`src/rtl/prg_pkg.sv`:
```
package prg_pkg;
  localparam int RATE_W = 4;
  localparam int DIV_W = 3;
  localparam int CNT_W = (1 << RATE_W) - 2;

  typedef struct packed {
    logic hold;
    logic perOn;
    logic [RATE_W-1:0] tapK;
  } divCtl_t;
endpackage

```
`src/rtl/rate_ctrl.sv`:
```
module rate_ctrl
  import prg_pkg::*;
#(
  parameter int SLOW_BASE = 2,
  parameter int HOLD_MIN = 6,
  parameter int FAST_LAST = 2,
  parameter int SLOW_SHIFT = 6
) (
  input  logic [RATE_W-1:0] rateSel,
  input  logic [DIV_W-1:0]  divSel,
  output divCtl_t           ctl
);
  always_comb begin
    ctl.hold  = (int'(divSel) >= HOLD_MIN);
    ctl.perOn = (rateSel != '0);
    if (rateSel == '0)
      ctl.tapK = '0;
    else if ((int'(rateSel) <= FAST_LAST) && (int'(divSel) == SLOW_BASE))
      ctl.tapK = rateSel + RATE_W'(SLOW_SHIFT);
    else
      ctl.tapK = rateSel - RATE_W'(1);
  end
endmodule

```
`src/rtl/div_chain.sv`:
```
module div_chain
  import prg_pkg::*;
(
  input  logic    clk,
  input  logic    rstN,
  input  logic    baseTick,
  input  logic    sqwEn,
  input  divCtl_t ctl,
  output logic    perEvt,
  output logic    sqwOut
);
  logic [CNT_W-1:0] divCnt;
  logic [CNT_W:0]   maskWide;
  logic [CNT_W-1:0] lowMask;
  logic [CNT_W-1:0] halfMask;

  always_comb begin
    maskWide = ({{CNT_W{1'b0}}, 1'b1} << ctl.tapK) - 1'b1;
    lowMask  = maskWide[CNT_W-1:0];
    halfMask = lowMask ^ (lowMask >> 1);
  end

  always_ff @(posedge clk or negedge rstN) begin
    if (!rstN)         divCnt <= '0;
    else if (ctl.hold) divCnt <= '0;
    else if (baseTick) divCnt <= divCnt + 1'b1;
  end

  assign perEvt = baseTick & ~ctl.hold & ctl.perOn & ((divCnt & lowMask) == lowMask);
  assign sqwOut = sqwEn & ~ctl.hold & (|(divCnt & halfMask));
endmodule

```
`src/rtl/irq_flags.sv`:
```
module irq_flags (
  input  logic       clk,
  input  logic       rstN,
  input  logic       updEvt,
  input  logic       almEvt,
  input  logic       perEvt,
  input  logic       clear,
  input  logic       updEn,
  input  logic       almEn,
  input  logic       perEn,
  output logic [7:0] flagReg,
  output logic       irqOut
);
  logic updFlag, almFlag, perFlag, reqBit;

  always_ff @(posedge clk or negedge rstN) begin
    if (!rstN) begin
      updFlag <= 1'b0;
      almFlag <= 1'b0;
      perFlag <= 1'b0;
    end else begin
      updFlag <= updEvt | (updFlag & ~clear);
      almFlag <= almEvt | (almFlag & ~clear);
      perFlag <= perEvt | (perFlag & ~clear);
    end
  end

  assign reqBit  = (updFlag & updEn) | (almFlag & almEn) | (perFlag & perEn);
  assign flagReg = {reqBit, perFlag, almFlag, updFlag, 4'b0000};
  assign irqOut  = reqBit;

  assert_evt_sets_R6: assert property (@(posedge clk) disable iff (!rstN)
    (updEvt | almEvt | perEvt) |=> ((flagReg[4] | ~$past(updEvt)) & (flagReg[5] | ~$past(almEvt)) & (flagReg[6] | ~$past(perEvt))));
  assert_clear_all_R8: assert property (@(posedge clk) disable iff (!rstN)
    (clear & ~updEvt & ~almEvt & ~perEvt) |=> (flagReg[6:4] == 3'b000));
endmodule

```
`src/rtl/periodic_irq_gen.sv`:
```
module periodic_irq_gen
  import prg_pkg::*;
(
  input  logic              clk,
  input  logic              rstN,
  input  logic              baseTick,
  input  logic [RATE_W-1:0] rateSel,
  input  logic [DIV_W-1:0]  divSel,
  input  logic              updIntEn,
  input  logic              almIntEn,
  input  logic              perIntEn,
  input  logic              sqwEn,
  input  logic              updateEvt,
  input  logic              alarmEvt,
  input  logic              flagClear,
  output logic [7:0]        flagReg,
  output logic              irqOut,
  output logic              sqwOut
);
  divCtl_t divCtl;
  logic    perEvt;

  rate_ctrl uCtrl (.rateSel(rateSel), .divSel(divSel), .ctl(divCtl));

  div_chain uChain (
    .clk(clk), .rstN(rstN), .baseTick(baseTick), .sqwEn(sqwEn),
    .ctl(divCtl), .perEvt(perEvt), .sqwOut(sqwOut)
  );

  irq_flags uFlags (
    .clk(clk), .rstN(rstN), .updEvt(updateEvt), .almEvt(alarmEvt),
    .perEvt(perEvt), .clear(flagClear), .updEn(updIntEn), .almEn(almIntEn),
    .perEn(perIntEn), .flagReg(flagReg), .irqOut(irqOut)
  );

  assert_rate_off_R1: assert property (@(posedge clk) disable iff (!rstN)
    (rateSel == '0) |-> !perEvt);
  assert_hold_quiet_R4: assert property (@(posedge clk) disable iff (!rstN)
    (divSel >= 3'd6) |-> (!perEvt && !sqwOut));
endmodule

```
`config.mk`:
```
export PLATFORM = sky130hd
export DESIGN_NAME = periodic_irq_gen
export DESIGN_NICKNAME = d
export VERILOG_FILES = /design/src/rtl/prg_pkg.sv /design/src/rtl/rate_ctrl.sv /design/src/rtl/div_chain.sv /design/src/rtl/irq_flags.sv /design/src/rtl/periodic_irq_gen.sv
export SDC_FILE = /design/constraint.sdc
export NUM_CORES = 1
export LEC_CHECK = 0
export BUFFER_PORTS_ARGS = -buffer_cell sky130_fd_sc_hd__buf_2
export CORE_MARGIN = 5
export CORE_UTILIZATION = 25
export CTS_BUF_LIST = sky130_fd_sc_hd__clkbuf_2 sky130_fd_sc_hd__clkbuf_4 sky130_fd_sc_hd__clkbuf_8
export CTS_CLUSTER_SIZE = 16
export DETAILED_ROUTE_END_ITERATION = 8
export PLACE_DENSITY = 0.51
export SLEW_MARGIN = 5
export SYNTH_ARGS = -nofsm -noshare
export SYNTH_HDL_FRONTEND = slang
export SYNTH_SLANG_ARGS = --single-unit
export TNS_END_PERCENT = 5
```
`constraint.sdc`:
```
create_clock -name clk -period 10.8 [get_ports clk]
set_input_delay 0 -clock clk [delete_from_list [all_inputs] [get_ports clk]]
set_output_delay 0 -clock clk [all_outputs]
set_load 0.02 [all_outputs]
```
==> impl_metrics.prom, run 1 <==
# TYPE chip_impl_metric gauge
chip_impl_metric{name="cp_data_arrival_time",unit="ns"} 4.60
chip_impl_metric{name="grt_use_met1",unit=""} 0.1445
chip_impl_metric{name="measured_slew_at_the_worst_slew_check_pin",unit="ns"} 0.8827
chip_impl_metric{name="final_design_area_no_fill",unit="um2"} 2123
chip_impl_info{name="path_class",value="input pin to primary output"} 1
chip_impl_info{name="rr_startpoint",value="uChain.divCnt[0]"} 1
chip_impl_metric{name="max-slew-margin-rel",unit=""} 0.4115
chip_impl_metric{name="htree_levels",unit=""} 1
chip_impl_metric{name="port_buffers",unit=""} 22
chip_impl_metric{name="layout-drive-gt1-share",unit=""} 0.1595
chip_impl_metric{name="drt_first_pass_iters",unit=""} 5
chip_impl_metric{name="initial_core_util",unit=""} 0.2531
chip_impl_metric{name="finalClockSkew",unit="ns"} 0.004159
chip_impl_metric{name="gr-usage-all-layers",unit=""} 0.1087
chip_impl_metric{name="final_min_period",unit="ns"} 4.602
chip_impl_metric{name="ff2ff_setup_slack",unit="ns"} 9.07
chip_impl_info{name="grt_setup_unrepaired",value="no"} 1
chip_impl_info{name="tritoncts",value="done"} 1
chip_impl_metric{name="die_height",unit="um"} 97.77
chip_impl_metric{name="cts.reportedPaths.clkPinSlew",unit="ns"} 0.06
chip_impl_metric{name="endpoints_failing_setup",unit=""} 0
chip_impl_metric{name="first_global_vias",unit=""} 1849
chip_impl_info{name="clock_root_buffer_master",value="sky130_fd_sc_hd__clkbuf_8"} 1
chip_impl_metric{name="num_io_pins",unit=""} 27
chip_impl_info{name="cp-end-kind",value="primary output"} 1
chip_impl_metric{name="ys_seq_elements",unit=""} 17
chip_impl_metric{name="sequential_cell_area",unit="um2"} 425.4
chip_impl_metric{name="vdd.ir_drop.worst",unit="V"} 0.00007531
chip_impl_metric{name="drt-wirelength-per-cell",unit="um"} 14.97
chip_impl_metric{name="gr-total-overflow",unit=""} 0
chip_impl_info{name="dominantRegCellSynth",value="sky130_fd_sc_hd__dfrtp_1"} 1
chip_impl_metric{name="power_per_cell_area",unit="nW/um2"} 95.73
chip_impl_metric{name="clock_buffer_count_from_cts",unit=""} 3
chip_impl_metric{name="clk_path_buf_depth",unit=""} 2
chip_impl_metric{name="post-route-period-util",unit=""} 0.4261
chip_impl_metric{name="ant_nets",unit=""} 0
chip_impl_metric{name="dr_total_vias",unit=""} 1981
chip_impl_metric{name="placeable_core_region",unit="um2"} 7607
chip_impl_metric{name="grt_first_pass_wirelength",unit="um"} 8990
chip_impl_metric{name="register_area_share_after_synthesis",unit=""} 0.2209
chip_impl_metric{name="routabilityCongestion",unit=""} 0.9236
chip_impl_info{name="grt-busiest-layer",value="met2"} 1
chip_impl_metric{name="drc_errors",unit=""} 0
chip_impl_metric{name="area_taken_by_multi_input_logic_gates",unit="um2"} 1336
chip_impl_metric{name="final_wl",unit="um"} 5374
chip_impl_metric{name="post_synth_inst_count",unit=""} 248
chip_impl_metric{name="vias_per_cell",unit=""} 5.518
chip_impl_metric{name="dieWidth",unit="um"} 97.77
chip_impl_metric{name="max_slew_violation_count",unit=""} 0
chip_impl_metric{name="std_cell_rows",unit=""} 32
chip_impl_metric{name="use_met2",unit=""} 0.1724
chip_impl_metric{name="synth.distinct_cells",unit=""} 63
chip_impl_metric{name="synth.cell_area",unit="um2"} 1926
chip_impl_metric{name="antenna_found_initial",unit=""} 0
chip_impl_metric{name="worst_ep_required_time",unit="ns"} 10.80
chip_impl_metric{name="max_clock_freq",unit="MHz"} 217.3
chip_impl_metric{name="cts_num_sinks",unit=""} 17
chip_impl_metric{name="die_area",unit="um2"} 9558
chip_impl_metric{name="aggregate_negative_setup_slack",unit="ns"} 0
chip_impl_metric{name="max_cap_violations",unit=""} 0
chip_impl_metric{name="hold_viol",unit=""} 0
chip_impl_info{name="status",value="completed"} 1
chip_impl_metric{name="groute.layer.met3.usage",unit=""} 0.02857
chip_impl_metric{name="timing.critical_path.fanout_max",unit=""} 24
chip_impl_metric{name="maximum_number_of_pins_on_one_net_before_global_route_repair",unit=""} 25
chip_impl_metric{name="antenna-diode-count",unit=""} 0
chip_impl_info{name="hold_path.startpoint",value="flagClear"} 1
chip_impl_metric{name="dpl.hpwl",unit="um"} 4078
chip_impl_metric{name="dpl-instance-area",unit="um2"} 2044
chip_impl_info{name="critical_path.startpoint",value="rateSel[0]"} 1
chip_impl_metric{name="areaGrowthSynthToFinish",unit="%"} 10.27
chip_impl_metric{name="synth-edff-count",unit=""} 0
chip_impl_metric{name="clock_latency",unit="ns"} 0.25
chip_impl_metric{name="ys_async_sr_fraction",unit=""} 1.000
chip_impl_info{name="min_path_type",value="input pin to flop"} 1
chip_impl_metric{name="first_iter_violations",unit=""} 311
chip_impl_metric{name="syn_area_per_cell",unit="um2"} 7.765
chip_impl_metric{name="number_of_fillers_in_the_final_layout",unit=""} 860
chip_impl_metric{name="fin_nets",unit=""} 281
chip_impl_metric{name="count_of_warnings_emitted_by_yosys",unit=""} 0
chip_impl_metric{name="power.leakage",unit="nW"} 0.8540
chip_impl_info{name="startpoint_class_of_the_critical_path",value="input pin"} 1
kinds of logic (layout without fill, tap and decap cells):
family | after synthesis | in the layout | share of synthesized area
and+or+nand+nor | 99 | 99 | 0.2781
DFF | 17 | 17 | 0.2209
other | 1 | 4 | 0.001947
muxes | 3 | 3 | 0.01819
xor gates and xnor gates | 20 | 20 | 0.09097
buffers and inverters | 34 | 40 | 0.09096
adders and majority gates | 6 | 6 | 0.03899
AOI/OAI and AO/OA | 68 | 68 | 0.2599
registers in the layout, indices dropped and copies added (netlist names):
register        flops
uChain.divCnt      14
uFlags.almFlag      1
uFlags.perFlag      1
uFlags.updFlag      1
placed cells by master, fill, tap and decap left out, types with 2 or more instances in the layout:
| cell type | n |
|---|---|
| sky130_fd_sc_hd__nor2_1 | 22 |
| sky130_fd_sc_hd__buf_2 | 22 |
| sky130_fd_sc_hd__dfrtp_1 | 17 |
| sky130_fd_sc_hd__nand2_1 | 16 |
| sky130_fd_sc_hd__o21ai_0 | 14 |
| sky130_fd_sc_hd__xnor2_1 | 13 |
| sky130_fd_sc_hd__nor3_1 | 12 |
| sky130_fd_sc_hd__a21oi_1 | 12 |
| sky130_fd_sc_hd__nand3_1 | 11 |
| sky130_fd_sc_hd__inv_1 | 9 |
| sky130_fd_sc_hd__xor2_1 | 7 |
| sky130_fd_sc_hd__or3_1 | 6 |
| sky130_fd_sc_hd__nand4_1 | 6 |
| sky130_fd_sc_hd__ha_1 | 6 |
| sky130_fd_sc_hd__nor4_1 | 5 |
| sky130_fd_sc_hd__a31oi_1 | 5 |
| sky130_fd_sc_hd__o31ai_1 | 4 |
| sky130_fd_sc_hd__conb_1 | 4 |
| sky130_fd_sc_hd__nor2b_1 | 3 |
| sky130_fd_sc_hd__or4_1 | 3 |
| sky130_fd_sc_hd__a21o_1 | 3 |
| sky130_fd_sc_hd__o311ai_0 | 3 |
| sky130_fd_sc_hd__clkbuf_8 | 3 |
| sky130_fd_sc_hd__dlygate4sd3_1 | 3 |
| sky130_fd_sc_hd__nand2b_1 | 2 |
| sky130_fd_sc_hd__nand4b_1 | 2 |
| sky130_fd_sc_hd__a211oi_1 | 2 |
| sky130_fd_sc_hd__mux2i_1 | 2 |
| sky130_fd_sc_hd__o311a_1 | 2 |
| sky130_fd_sc_hd__a22oi_1 | 2 |
| sky130_fd_sc_hd__o211ai_1 | 2 |
| sky130_fd_sc_hd__a222oi_1 | 2 |
| sky130_fd_sc_hd__and3_1 | 2 |
stage by stage:
stage	setup slack [ns]	power, W	util	hold slack (ns)	std cells
2_1_floorplan	7.015	0.0001351	-	-0.2956	251
5_1_grt	5.826	0.0002180	0.2791	0.1134	359
4_1_cts	6.250	0.0002055	0.2791	0.08980	359
3_5_place_dp	6.262	0.0001533	0.2688	-0.04796	352
6_report	6.198	0.0002033	0.2791	0.09245	359
3_3_place_gp	6.264	0.0001542	0.2688	-0.04929	352
Yosys cell counts, types with 2 or more instances:
cell type | n | area, um2
sky130_fd_sc_hd__buf_6 | 2 | 22.52
sky130_fd_sc_hd__nand2_1 | 16 | 60.06
sky130_fd_sc_hd__or3_1 | 6 | 37.54
sky130_fd_sc_hd__xnor2_1 | 13 | 113.9
sky130_fd_sc_hd__nor2_1 | 22 | 82.58
sky130_fd_sc_hd__o31ai_1 | 4 | 30.03
sky130_fd_sc_hd__a21oi_1 | 12 | 60.06
sky130_fd_sc_hd__o311a_1 | 2 | 20.02
sky130_fd_sc_hd__a211oi_1 | 2 | 15.01
sky130_fd_sc_hd__buf_4 | 8 | 60.06
sky130_fd_sc_hd__clkbuf_1 | 12 | 45.04
sky130_fd_sc_hd__mux2i_1 | 2 | 20.02
sky130_fd_sc_hd__o21ai_0 | 14 | 70.07
sky130_fd_sc_hd__a21o_1 | 3 | 22.52
sky130_fd_sc_hd__dfrtp_1 | 17 | 425.4
sky130_fd_sc_hd__and3_1 | 2 | 12.51
sky130_fd_sc_hd__a22oi_1 | 2 | 15.01
sky130_fd_sc_hd__nand3_1 | 11 | 55.05
sky130_fd_sc_hd__xor2_1 | 7 | 61.31
sky130_fd_sc_hd__ha_1 | 6 | 75.07
sky130_fd_sc_hd__nand4b_1 | 2 | 17.52
sky130_fd_sc_hd__nor4_1 | 5 | 31.28
sky130_fd_sc_hd__or4_1 | 3 | 22.52
sky130_fd_sc_hd__inv_1 | 9 | 33.78
sky130_fd_sc_hd__a222oi_1 | 2 | 20.02
sky130_fd_sc_hd__o311ai_0 | 3 | 26.28
sky130_fd_sc_hd__nand4_1 | 6 | 37.54
sky130_fd_sc_hd__nor2b_1 | 3 | 18.77
sky130_fd_sc_hd__o211ai_1 | 2 | 15.01
sky130_fd_sc_hd__a31oi_1 | 5 | 31.28
sky130_fd_sc_hd__nor3_1 | 12 | 60.06
sky130_fd_sc_hd__nand2b_1 | 2 | 12.51
path summary, 6_finish.rpt:
kind                                     end  cells after the start
max in group asynchronous   uChain.divCnt[9]                      2
max                                   sqwOut                     16
min reg2reg                   uFlags.almFlag                      1
max reg2reg                uChain.divCnt[10]                      6
min                           uFlags.almFlag                      3
min in group asynchronous     uFlags.updFlag                      2
per-layer routing:
layer / part of all wire / vias to the layer above
li1: - / 930
met1: 0.45 / 925
met2: 0.45 / 111
met3: 0.074 / 15
met4: 0.025 / 0
met5: 0 / -
power by group:
| group | total (W) | internal (W) | switching [W] |
|---|---|---|---|
| registers | 0.0000795 | 0.0000689 | 0.0000106 |
| logic | 0.0000744 | 0.0000288 | 0.0000456 |
| clock network | 0.0000494 | 0.0000286 | 0.0000208 |
| total | 0.000203 | 0.000126 | 0.0000770 |
repair_timing:
| item | in CTS | in global routing |
|---|---|---|
| hold buffers | 3 | 0 |
| buffers inserted | 0 | 0 |
| endpoints found under the hold margin | 19 | 0 |
| gates resized for setup | 0 | 0 |
final cells by class:
| class | count | share of cell area |
|---|---|---|
| multi-input combinational | 200 | 0.6293 |
| inverter | 10 | 0.01768 |
| tap | 102 | 0.06011 |
| timing repair buffer | 26 | 0.06953 |
| clock buffer | 4 | 0.02298 |
| sequential | 17 | 0.2004 |
critical path, stage by stage:
cell and delay (ns):
sky130_fd_sc_hd__buf_2 0.23, sky130_fd_sc_hd__inv_1 0.14, sky130_fd_sc_hd__ha_1 0.25, sky130_fd_sc_hd__or4_1 0.40
sky130_fd_sc_hd__nor3_1 0.26, sky130_fd_sc_hd__a211o_2 0.35, sky130_fd_sc_hd__or3_1 0.17, sky130_fd_sc_hd__ha_1 0.73
sky130_fd_sc_hd__clkinv_1 0.48, sky130_fd_sc_hd__or4_1 0.63, sky130_fd_sc_hd__a221oi_1 0.26, sky130_fd_sc_hd__o21ai_0 0.14
sky130_fd_sc_hd__o311a_1 0.14, sky130_fd_sc_hd__nand4_1 0.07, sky130_fd_sc_hd__o311a_1 0.17, sky130_fd_sc_hd__buf_2 0.17
Note: power is estimated with default switching activity, not from simulation.
==> inputs of run 2 (changes only) <==
--- a/config.mk
+++ b/config.mk
@@ -11,7 +11,7 @@
 export CTS_BUF_LIST = sky130_fd_sc_hd__clkbuf_2 sky130_fd_sc_hd__clkbuf_4 sky130_fd_sc_hd__clkbuf_8
 export CTS_CLUSTER_SIZE = 16
 export DETAILED_ROUTE_END_ITERATION = 8
-export PLACE_DENSITY = 0.51
+export PLACE_DENSITY = 0.53
 export SLEW_MARGIN = 5
 export SYNTH_ARGS = -nofsm -noshare
 export SYNTH_HDL_FRONTEND = slang
==> constraint.sdc (replaced) <==
create_clock -name clk -period 4.2 [get_ports clk]
set_input_delay 0 -clock clk [delete_from_list [all_inputs] [get_ports clk]]
set_output_delay 0 -clock clk [all_outputs]
set_load 0.02 [all_outputs]
==> impl_metrics.prom, run 2 (synthesis results as in run 1) <==
# TYPE chip_impl_metric gauge
chip_impl_metric{name="cts_num_sinks",unit=""} 17
chip_impl_metric{name="placeable_core_region",unit="um2"} 7607
chip_impl_metric{name="std_cell_rows",unit=""} 32
chip_impl_info{name="min_path_type",value="input pin to flop"} 1
chip_impl_metric{name="max_ffs_per_register",unit=""} 14
chip_impl_metric{name="final_min_period",unit="ns"} 3.793
chip_impl_metric{name="finalClockSkew",unit="ns"} 0.004133
chip_impl_metric{name="port_buffers",unit=""} 22
chip_impl_metric{name="endpoints_failing_setup",unit=""} 0
chip_impl_metric{name="power_per_cell_area",unit="nW/um2"} 246.7
chip_impl_info{name="clock_root_buffer_master",value="sky130_fd_sc_hd__clkbuf_8"} 1
chip_impl_info{name="path_cells",value="buf_2 > inv_1 > ha_1 > nor2b_1 > or3_4 > mux2i_1 > nand2_2 > or3_1 > ha_1 > xnor2_1 > xnor2_1 > nor4_1 > o21ai_0 > o311a_1 > nand4_1 > o311a_1 > buf_2"} 1
chip_impl_info{name="cp-end-kind",value="primary output"} 1
chip_impl_metric{name="number_of_fillers_in_the_final_layout",unit=""} 827
chip_impl_metric{name="num_io_pins",unit=""} 27
chip_impl_metric{name="longest_individual_stage_delay_on_the_worst_path",unit="ns"} 0.39
chip_impl_info{name="status",value="completed"} 1
chip_impl_metric{name="worst_hold_slack",unit="ns"} 0.08354
chip_impl_metric{name="areaGrowthSynthToFinish",unit="%"} 11.83
chip_impl_metric{name="timing.critical_path.fanout_max",unit=""} 12
chip_impl_info{name="commonest_non_fill_non_tap_cells_in_the_layout",value="22 x sky130_fd_sc_hd__nor2_1, 22 x sky130_fd_sc_hd__buf_2, 17 x sky130_fd_sc_hd__dfrtp_1"} 1
chip_impl_info{name="rr_startpoint",value="uChain.divCnt[0]"} 1
chip_impl_metric{name="fin_nets",unit=""} 285
chip_impl_info{name="grt_setup_unrepaired",value="no"} 1
chip_impl_metric{name="r2r.worst_path.cells",unit=""} 6
chip_impl_info{name="critical_path.startpoint",value="rateSel[0]"} 1
chip_impl_metric{name="final_wl",unit="um"} 5518
chip_impl_metric{name="instances_no_fill",unit=""} 363
chip_impl_metric{name="max_slew_violation_count",unit=""} 0
chip_impl_metric{name="dr_total_vias",unit=""} 1970
chip_impl_metric{name="maximum_number_of_pins_on_one_net_before_global_route_repair",unit=""} 18
chip_impl_metric{name="initial_core_util",unit=""} 0.2531
chip_impl_info{name="tritoncts",value="done"} 1
chip_impl_metric{name="cts.reportedPaths.clkPinSlew",unit="ns"} 0.06
chip_impl_metric{name="aggregate_negative_setup_slack",unit="ns"} 0
chip_impl_info{name="startpoint_class_of_the_critical_path",value="input pin"} 1
chip_impl_metric{name="cp_data_arrival_time",unit="ns"} 3.79
chip_impl_info{name="regMostFlops",value="uChain.divCnt"} 1
chip_impl_metric{name="post_cts_buffers",unit=""} 0
chip_impl_metric{name="die_area",unit="um2"} 9558
chip_impl_metric{name="worst_ep_required_time",unit="ns"} 4.20
chip_impl_info{name="regToRegEndpoint",value="uChain.divCnt[8]"} 1
chip_impl_metric{name="clock_buffer_count_from_cts",unit=""} 3
chip_impl_metric{name="ff2ff_setup_slack",unit="ns"} 2.46
chip_impl_metric{name="cts_hold_buf",unit=""} 3
chip_impl_metric{name="critical_path_depth",unit=""} 17
chip_impl_metric{name="hold_viol",unit=""} 0
chip_impl_info{name="cp-endpoint",value="sqwOut"} 1
chip_impl_metric{name="gr-usage-all-layers",unit=""} 0.1118
chip_impl_metric{name="ant_nets",unit=""} 0
chip_impl_metric{name="drt_first_pass_iters",unit=""} 5
chip_impl_metric{name="max-slew-margin-rel",unit=""} 0.5480
chip_impl_metric{name="cells_resized_by_post_cts_repair",unit=""} 0
chip_impl_metric{name="layout-drive-gt1-share",unit=""} 0.1724
chip_impl_metric{name="gr-total-overflow",unit=""} 0
chip_impl_metric{name="max_cap_violations",unit=""} 0
chip_impl_metric{name="first_iter_violations",unit=""} 318
chip_impl_metric{name="critPathBufInv",unit=""} 3
chip_impl_metric{name="vdd.ir_drop.worst",unit="V"} 0.0001370
chip_impl_metric{name="post-route-period-util",unit=""} 0.9030
chip_impl_metric{name="antenna_found_initial",unit=""} 0
chip_impl_metric{name="final_design_area_no_fill",unit="um2"} 2153
chip_impl_metric{name="clk_path_buf_depth",unit=""} 2
chip_impl_metric{name="antenna-diode-count",unit=""} 0
chip_impl_metric{name="clock_latency",unit="ns"} 0.25
chip_impl_metric{name="numPlacedInstances",unit=""} 356
chip_impl_metric{name="max_clock_freq",unit="MHz"} 263.7
chip_impl_metric{name="measured_slew_at_the_worst_slew_check_pin",unit="ns"} 0.6743
chip_impl_info{name="cpLargestDelayFamily",value="simple AND/OR/NAND/NOR gates"} 1
chip_impl_metric{name="vias_per_cell",unit=""} 5.427
chip_impl_info{name="critical-path-slowest-cell",value="sky130_fd_sc_hd__or3_1"} 1
chip_impl_metric{name="routabilityCongestion",unit=""} 0.8922
chip_impl_metric{name="drc_errors",unit=""} 0
chip_impl_metric{name="die_height",unit="um"} 97.77
chip_impl_metric{name="power.leakage",unit="nW"} 0.8729
chip_impl_metric{name="first_global_vias",unit=""} 1774
chip_impl_metric{name="drt-wirelength-per-cell",unit="um"} 15.20
chip_impl_info{name="path_class",value="input pin to primary output"} 1
chip_impl_metric{name="dpl.hpwl",unit="um"} 4164
chip_impl_metric{name="dpl-instance-area",unit="um2"} 2074
chip_impl_metric{name="dieWidth",unit="um"} 97.77
chip_impl_metric{name="grt_first_pass_wirelength",unit="um"} 9059
chip_impl_metric{name="htree_levels",unit=""} 1
[run 2: cell types whose count changed in the layout (fill, tap and decap cells not counted)]
cell / previous run / this run
sky130_fd_sc_hd__buf_4: 1 / 5
[run 2: worst min-delay path: stages]
cell and delay (ns):
sky130_fd_sc_hd__buf_2 0.08, sky130_fd_sc_hd__inv_1 0.06, sky130_fd_sc_hd__a21o_1 0.16
[run 2: cell type report]
type | count | area, um2 | area share
multi-input combinational | 200 | 1336 | 0.6206
sequential | 17 | 425.4 | 0.1976
timing repair buffer | 30 | 177.7 | 0.08251
tap | 102 | 127.6 | 0.05927
clock buffer | 4 | 48.80 | 0.02266
inverter | 10 | 37.54 | 0.01743
[run 2: report_power, final]
group | total (W) | internal [W] | leakage [nW] | switching (W)
Sequential | 0.000206 | 0.000177 | 0.228 | 0.0000289
Clock | 0.000128 | 0.0000738 | 0.0262 | 0.0000547
Combinational | 0.000197 | 0.0000785 | 0.619 | 0.000118
[run 2: stage by stage]
| step | total power [W] | util | setup slack, ns |
|---|---|---|---|
| 3_3_place_gp | 0.0004016 | 0.2727 | 0.3534 |
| 2_1_floorplan | 0.0003475 | - | 0.4151 |
| 6_report | 0.0005313 | 0.2831 | 0.4075 |
| 3_5_place_dp | 0.0003993 | 0.2727 | 0.4388 |
| 5_1_grt | 0.0005690 | 0.2831 | 0.1893 |
| 4_1_cts | 0.0005339 | 0.2831 | 0.4371 |
[run 2: metal layers]
metal  part of all wire  up-vias  global-route usage
met5                  0        -                   0
met4              0.016        0             0.02662
met3              0.095       14             0.02714
met2               0.44      117              0.1740
met1               0.45      898              0.1563
li1                   -      941                   -
[run 2: how the worst min path moves through the flow]
stage | from | endpoint | slack (ns) | cells past startpoint
6_report | flagClear | uFlags.updFlag | 0.08 | 3
5_1_grt | flagClear | uFlags.updFlag | 0.09 | 3
4_1_cts | flagClear | uFlags.updFlag | 0.08 | 3
3_3_place_gp | rstN | uFlags.almFlag | -0.05 | 1
2_1_floorplan | rstN | uChain.divCnt[0] | -0.30 | 0
3_5_place_dp | rstN | uFlags.almFlag | -0.05 | 1
==> inputs of run 3 (changes only) <==
--- a/config.mk
+++ b/config.mk
@@ -6,7 +6,7 @@
 export NUM_CORES = 1
 export LEC_CHECK = 0
 export BUFFER_PORTS_ARGS = -buffer_cell sky130_fd_sc_hd__buf_2
-export CORE_MARGIN = 5
+export CORE_MARGIN = 10
 export CORE_UTILIZATION = 25
 export CTS_BUF_LIST = sky130_fd_sc_hd__clkbuf_2 sky130_fd_sc_hd__clkbuf_4 sky130_fd_sc_hd__clkbuf_8
 export CTS_CLUSTER_SIZE = 16
==> impl_metrics.prom, run 3 (synthesis results as in run 1) <==
# TYPE chip_impl_metric gauge
chip_impl_info{name="status",value="completed"} 1
chip_impl_metric{name="max_slew_violation_count",unit=""} 0
chip_impl_metric{name="post-route-period-util",unit=""} 0.9229
chip_impl_metric{name="gr-usage-all-layers",unit=""} 0.09842
chip_impl_metric{name="power.leakage",unit="nW"} 0.8726
chip_impl_metric{name="timing.critical_path.fanout_max",unit=""} 12
chip_impl_metric{name="die_height",unit="um"} 107.8
chip_impl_info{name="rr_startpoint",value="uChain.divCnt[0]"} 1
chip_impl_metric{name="final_wl",unit="um"} 5732
chip_impl_metric{name="power_per_cell_area",unit="nW/um2"} 244.9
chip_impl_info{name="min_path_type",value="input pin to flop"} 1
chip_impl_info{name="cp-end-kind",value="primary output"} 1
chip_impl_metric{name="num_io_pins",unit=""} 27
chip_impl_info{name="regMostFlops",value="uChain.divCnt"} 1
chip_impl_metric{name="port_buffers",unit=""} 22
chip_impl_metric{name="numPlacedInstances",unit=""} 353
chip_impl_metric{name="dr_total_vias",unit=""} 1970
chip_impl_metric{name="dpl.hpwl",unit="um"} 4396
chip_impl_metric{name="number_of_fillers_in_the_final_layout",unit=""} 818
chip_impl_metric{name="maximum_number_of_pins_on_one_net_before_global_route_repair",unit=""} 18
chip_impl_info{name="commonest_non_fill_non_tap_cells_in_the_layout",value="22 x sky130_fd_sc_hd__nor2_1, 22 x sky130_fd_sc_hd__buf_2, 17 x sky130_fd_sc_hd__dfrtp_1"} 1
chip_impl_metric{name="first_iter_violations",unit=""} 204
chip_impl_metric{name="p_seq_frac",unit=""} 0.387
chip_impl_metric{name="drc_errors",unit=""} 0
chip_impl_metric{name="endpoints_failing_setup",unit=""} 0
chip_impl_metric{name="combinationalPowerShare",unit=""} 0.376
chip_impl_metric{name="routabilityCongestion",unit=""} 0.9353
chip_impl_metric{name="max_ffs_per_register",unit=""} 14
chip_impl_metric{name="antenna-diode-count",unit=""} 0
chip_impl_metric{name="placeable_core_region",unit="um2"} 7370
chip_impl_info{name="path_class",value="input pin to primary output"} 1
chip_impl_info{name="tritoncts",value="done"} 1
chip_impl_metric{name="cts.reportedPaths.clkPinSlew",unit="ns"} 0.07
chip_impl_metric{name="hold_viol",unit=""} 0
chip_impl_metric{name="switching_portion_of_total_power",unit=""} 0.3885
chip_impl_metric{name="layout-drive-gt1-share",unit=""} 0.1724
chip_impl_metric{name="finalClockSkew",unit="ns"} 0.006891
chip_impl_metric{name="max_clock_freq",unit="MHz"} 258.0
chip_impl_metric{name="vias_per_cell",unit=""} 5.472
chip_impl_metric{name="htree_levels",unit=""} 1
chip_impl_info{name="grt_setup_unrepaired",value="no"} 1
chip_impl_metric{name="gr-total-overflow",unit=""} 0
chip_impl_metric{name="max-slew-margin-rel",unit=""} 0.5222
chip_impl_metric{name="measured_slew_at_the_worst_slew_check_pin",unit="ns"} 0.7128
chip_impl_metric{name="worst_hold_slack",unit="ns"} 0.08721
chip_impl_info{name="critical_path.startpoint",value="rateSel[0]"} 1
chip_impl_metric{name="cts_num_sinks",unit=""} 17
chip_impl_metric{name="first_global_vias",unit=""} 1851
chip_impl_metric{name="aggregate_negative_setup_slack",unit="ns"} 0
chip_impl_metric{name="final_min_period",unit="ns"} 3.876
chip_impl_info{name="startpoint_class_of_the_critical_path",value="input pin"} 1
chip_impl_metric{name="std_cell_rows",unit=""} 31
chip_impl_metric{name="drt-wirelength-per-cell",unit="um"} 15.92
chip_impl_metric{name="drt_first_pass_iters",unit=""} 5
chip_impl_info{name="clock_root_buffer_master",value="sky130_fd_sc_hd__clkbuf_8"} 1
chip_impl_metric{name="areaGrowthSynthToFinish",unit="%"} 11.50
chip_impl_info{name="hold_path.startpoint",value="flagClear"} 1
chip_impl_metric{name="initial_core_util",unit=""} 0.2613
chip_impl_metric{name="final_design_area_no_fill",unit="um2"} 2147
chip_impl_metric{name="fin_nets",unit=""} 285
chip_impl_metric{name="dieWidth",unit="um"} 107.8
chip_impl_metric{name="sequential_cell_area",unit="um2"} 425.4
chip_impl_metric{name="clock_buffer_count_from_cts",unit=""} 3
chip_impl_metric{name="cp_data_arrival_time",unit="ns"} 3.88
chip_impl_metric{name="clk_path_buf_depth",unit=""} 2
chip_impl_metric{name="cellInternalPower",unit="W"} 0.0003216
chip_impl_metric{name="place_ws",unit="ns"} 0.3886
chip_impl_metric{name="power.switching",unit="W"} 0.0002043
chip_impl_metric{name="instances_no_fill",unit=""} 360
chip_impl_metric{name="max_cap_violations",unit=""} 0
chip_impl_metric{name="area_taken_by_multi_input_logic_gates",unit="um2"} 1336
chip_impl_metric{name="vdd.ir_drop.worst",unit="V"} 0.00007390
chip_impl_metric{name="grt_first_pass_wirelength",unit="um"} 9584
chip_impl_metric{name="clock_latency",unit="ns"} 0.25
chip_impl_metric{name="dpl-instance-area",unit="um2"} 2071
chip_impl_metric{name="power_frac_clock",unit=""} 0.237
chip_impl_metric{name="post_cts_buffers",unit=""} 0
chip_impl_metric{name="worst_ep_required_time",unit="ns"} 4.20
chip_impl_metric{name="postLayoutSetupSlackWorst",unit="ns"} 0.3240
chip_impl_metric{name="ant_nets",unit=""} 0
chip_impl_metric{name="die_area",unit="um2"} 11610
chip_impl_metric{name="antenna_found_initial",unit=""} 0
[run 3: worst max-delay path, cell delays in order]
cell and delay [ns]:
sky130_fd_sc_hd__buf_2 0.24, sky130_fd_sc_hd__inv_1 0.14, sky130_fd_sc_hd__ha_1 0.23, sky130_fd_sc_hd__nor2b_1 0.32, sky130_fd_sc_hd__or3_4 0.30, sky130_fd_sc_hd__mux2i_1 0.33
sky130_fd_sc_hd__nand2_2 0.20, sky130_fd_sc_hd__or3_1 0.39, sky130_fd_sc_hd__ha_1 0.29, sky130_fd_sc_hd__xnor2_1 0.22, sky130_fd_sc_hd__xnor2_1 0.14, sky130_fd_sc_hd__nor4_1 0.06
sky130_fd_sc_hd__o21ai_0 0.20, sky130_fd_sc_hd__o311a_1 0.21, sky130_fd_sc_hd__nand4_1 0.09, sky130_fd_sc_hd__o311a_1 0.35, sky130_fd_sc_hd__buf_2 0.16
[run 3: layer usage]
layer / share of wire / routed length (um) / vias up / track usage
met3: 0.082 / 471 / 12 / 0.01796
met4: 0.021 / 122 / 0 / 0.04008
met5: 0 / 0 / - / 0
li1: - / - / 939 / -
met1: 0.45 / 2572 / 929 / 0.1287
met2: 0.45 / 2566 / 90 / 0.1548
[run 3: timing repair]
| item | 4_1_cts | 5_1_grt |
|---|---|---|
| gates resized for setup | 0 | 0 |
| hold buffers | 3 | 0 |
| endpoints found under the setup margin | 0 | 0 |
| hold endpoints to repair | 19 | 0 |
[run 3: cell type report]
cell class | count | share of cell area
clock inverters | 1 | 0.002331
repair buffers | 30 | 0.08275
multi-input cells | 200 | 0.6224
flip-flops and latches | 17 | 0.1981
well taps | 99 | 0.05769
inverters | 10 | 0.01748
clock buffers | 3 | 0.01923
[run 3: worst paths after layout]
kind                                      to  slack, ns  depth (start not counted)
setup / recovery                      sqwOut       0.32                         17
min in group asynchronous   uChain.divCnt[0]       0.20                          2
hold reg to reg               uFlags.updFlag       0.51                          1
hold / removal                uFlags.almFlag       0.09                          3
setup reg to reg            uChain.divCnt[8]       2.46                          6
max in group asynchronous  uChain.divCnt[11]       3.72                          2
[run 3: through the flow]
step	utilization	total power, W
finish	0.2913	0.0005259
global route	0.2913	0.0005591
CTS	0.2913	0.0005276
detailed placement	0.2810	0.0004010
global placement	0.2810	0.0004004
floorplan	-	0.0003475
[run 3: power by group through the flow]
stage	Combinational, W	Clock [W]	Sequential, W
after CTS	0.000197	0.000126	0.000204
after floorplan	0.000156	0	0.000192
after global placement	0.000194	0	0.000207
final	0.000198	0.000125	0.000203
after detailed placement	0.000195	0	0.000206
after global routing	0.000219	0.000134	0.000206
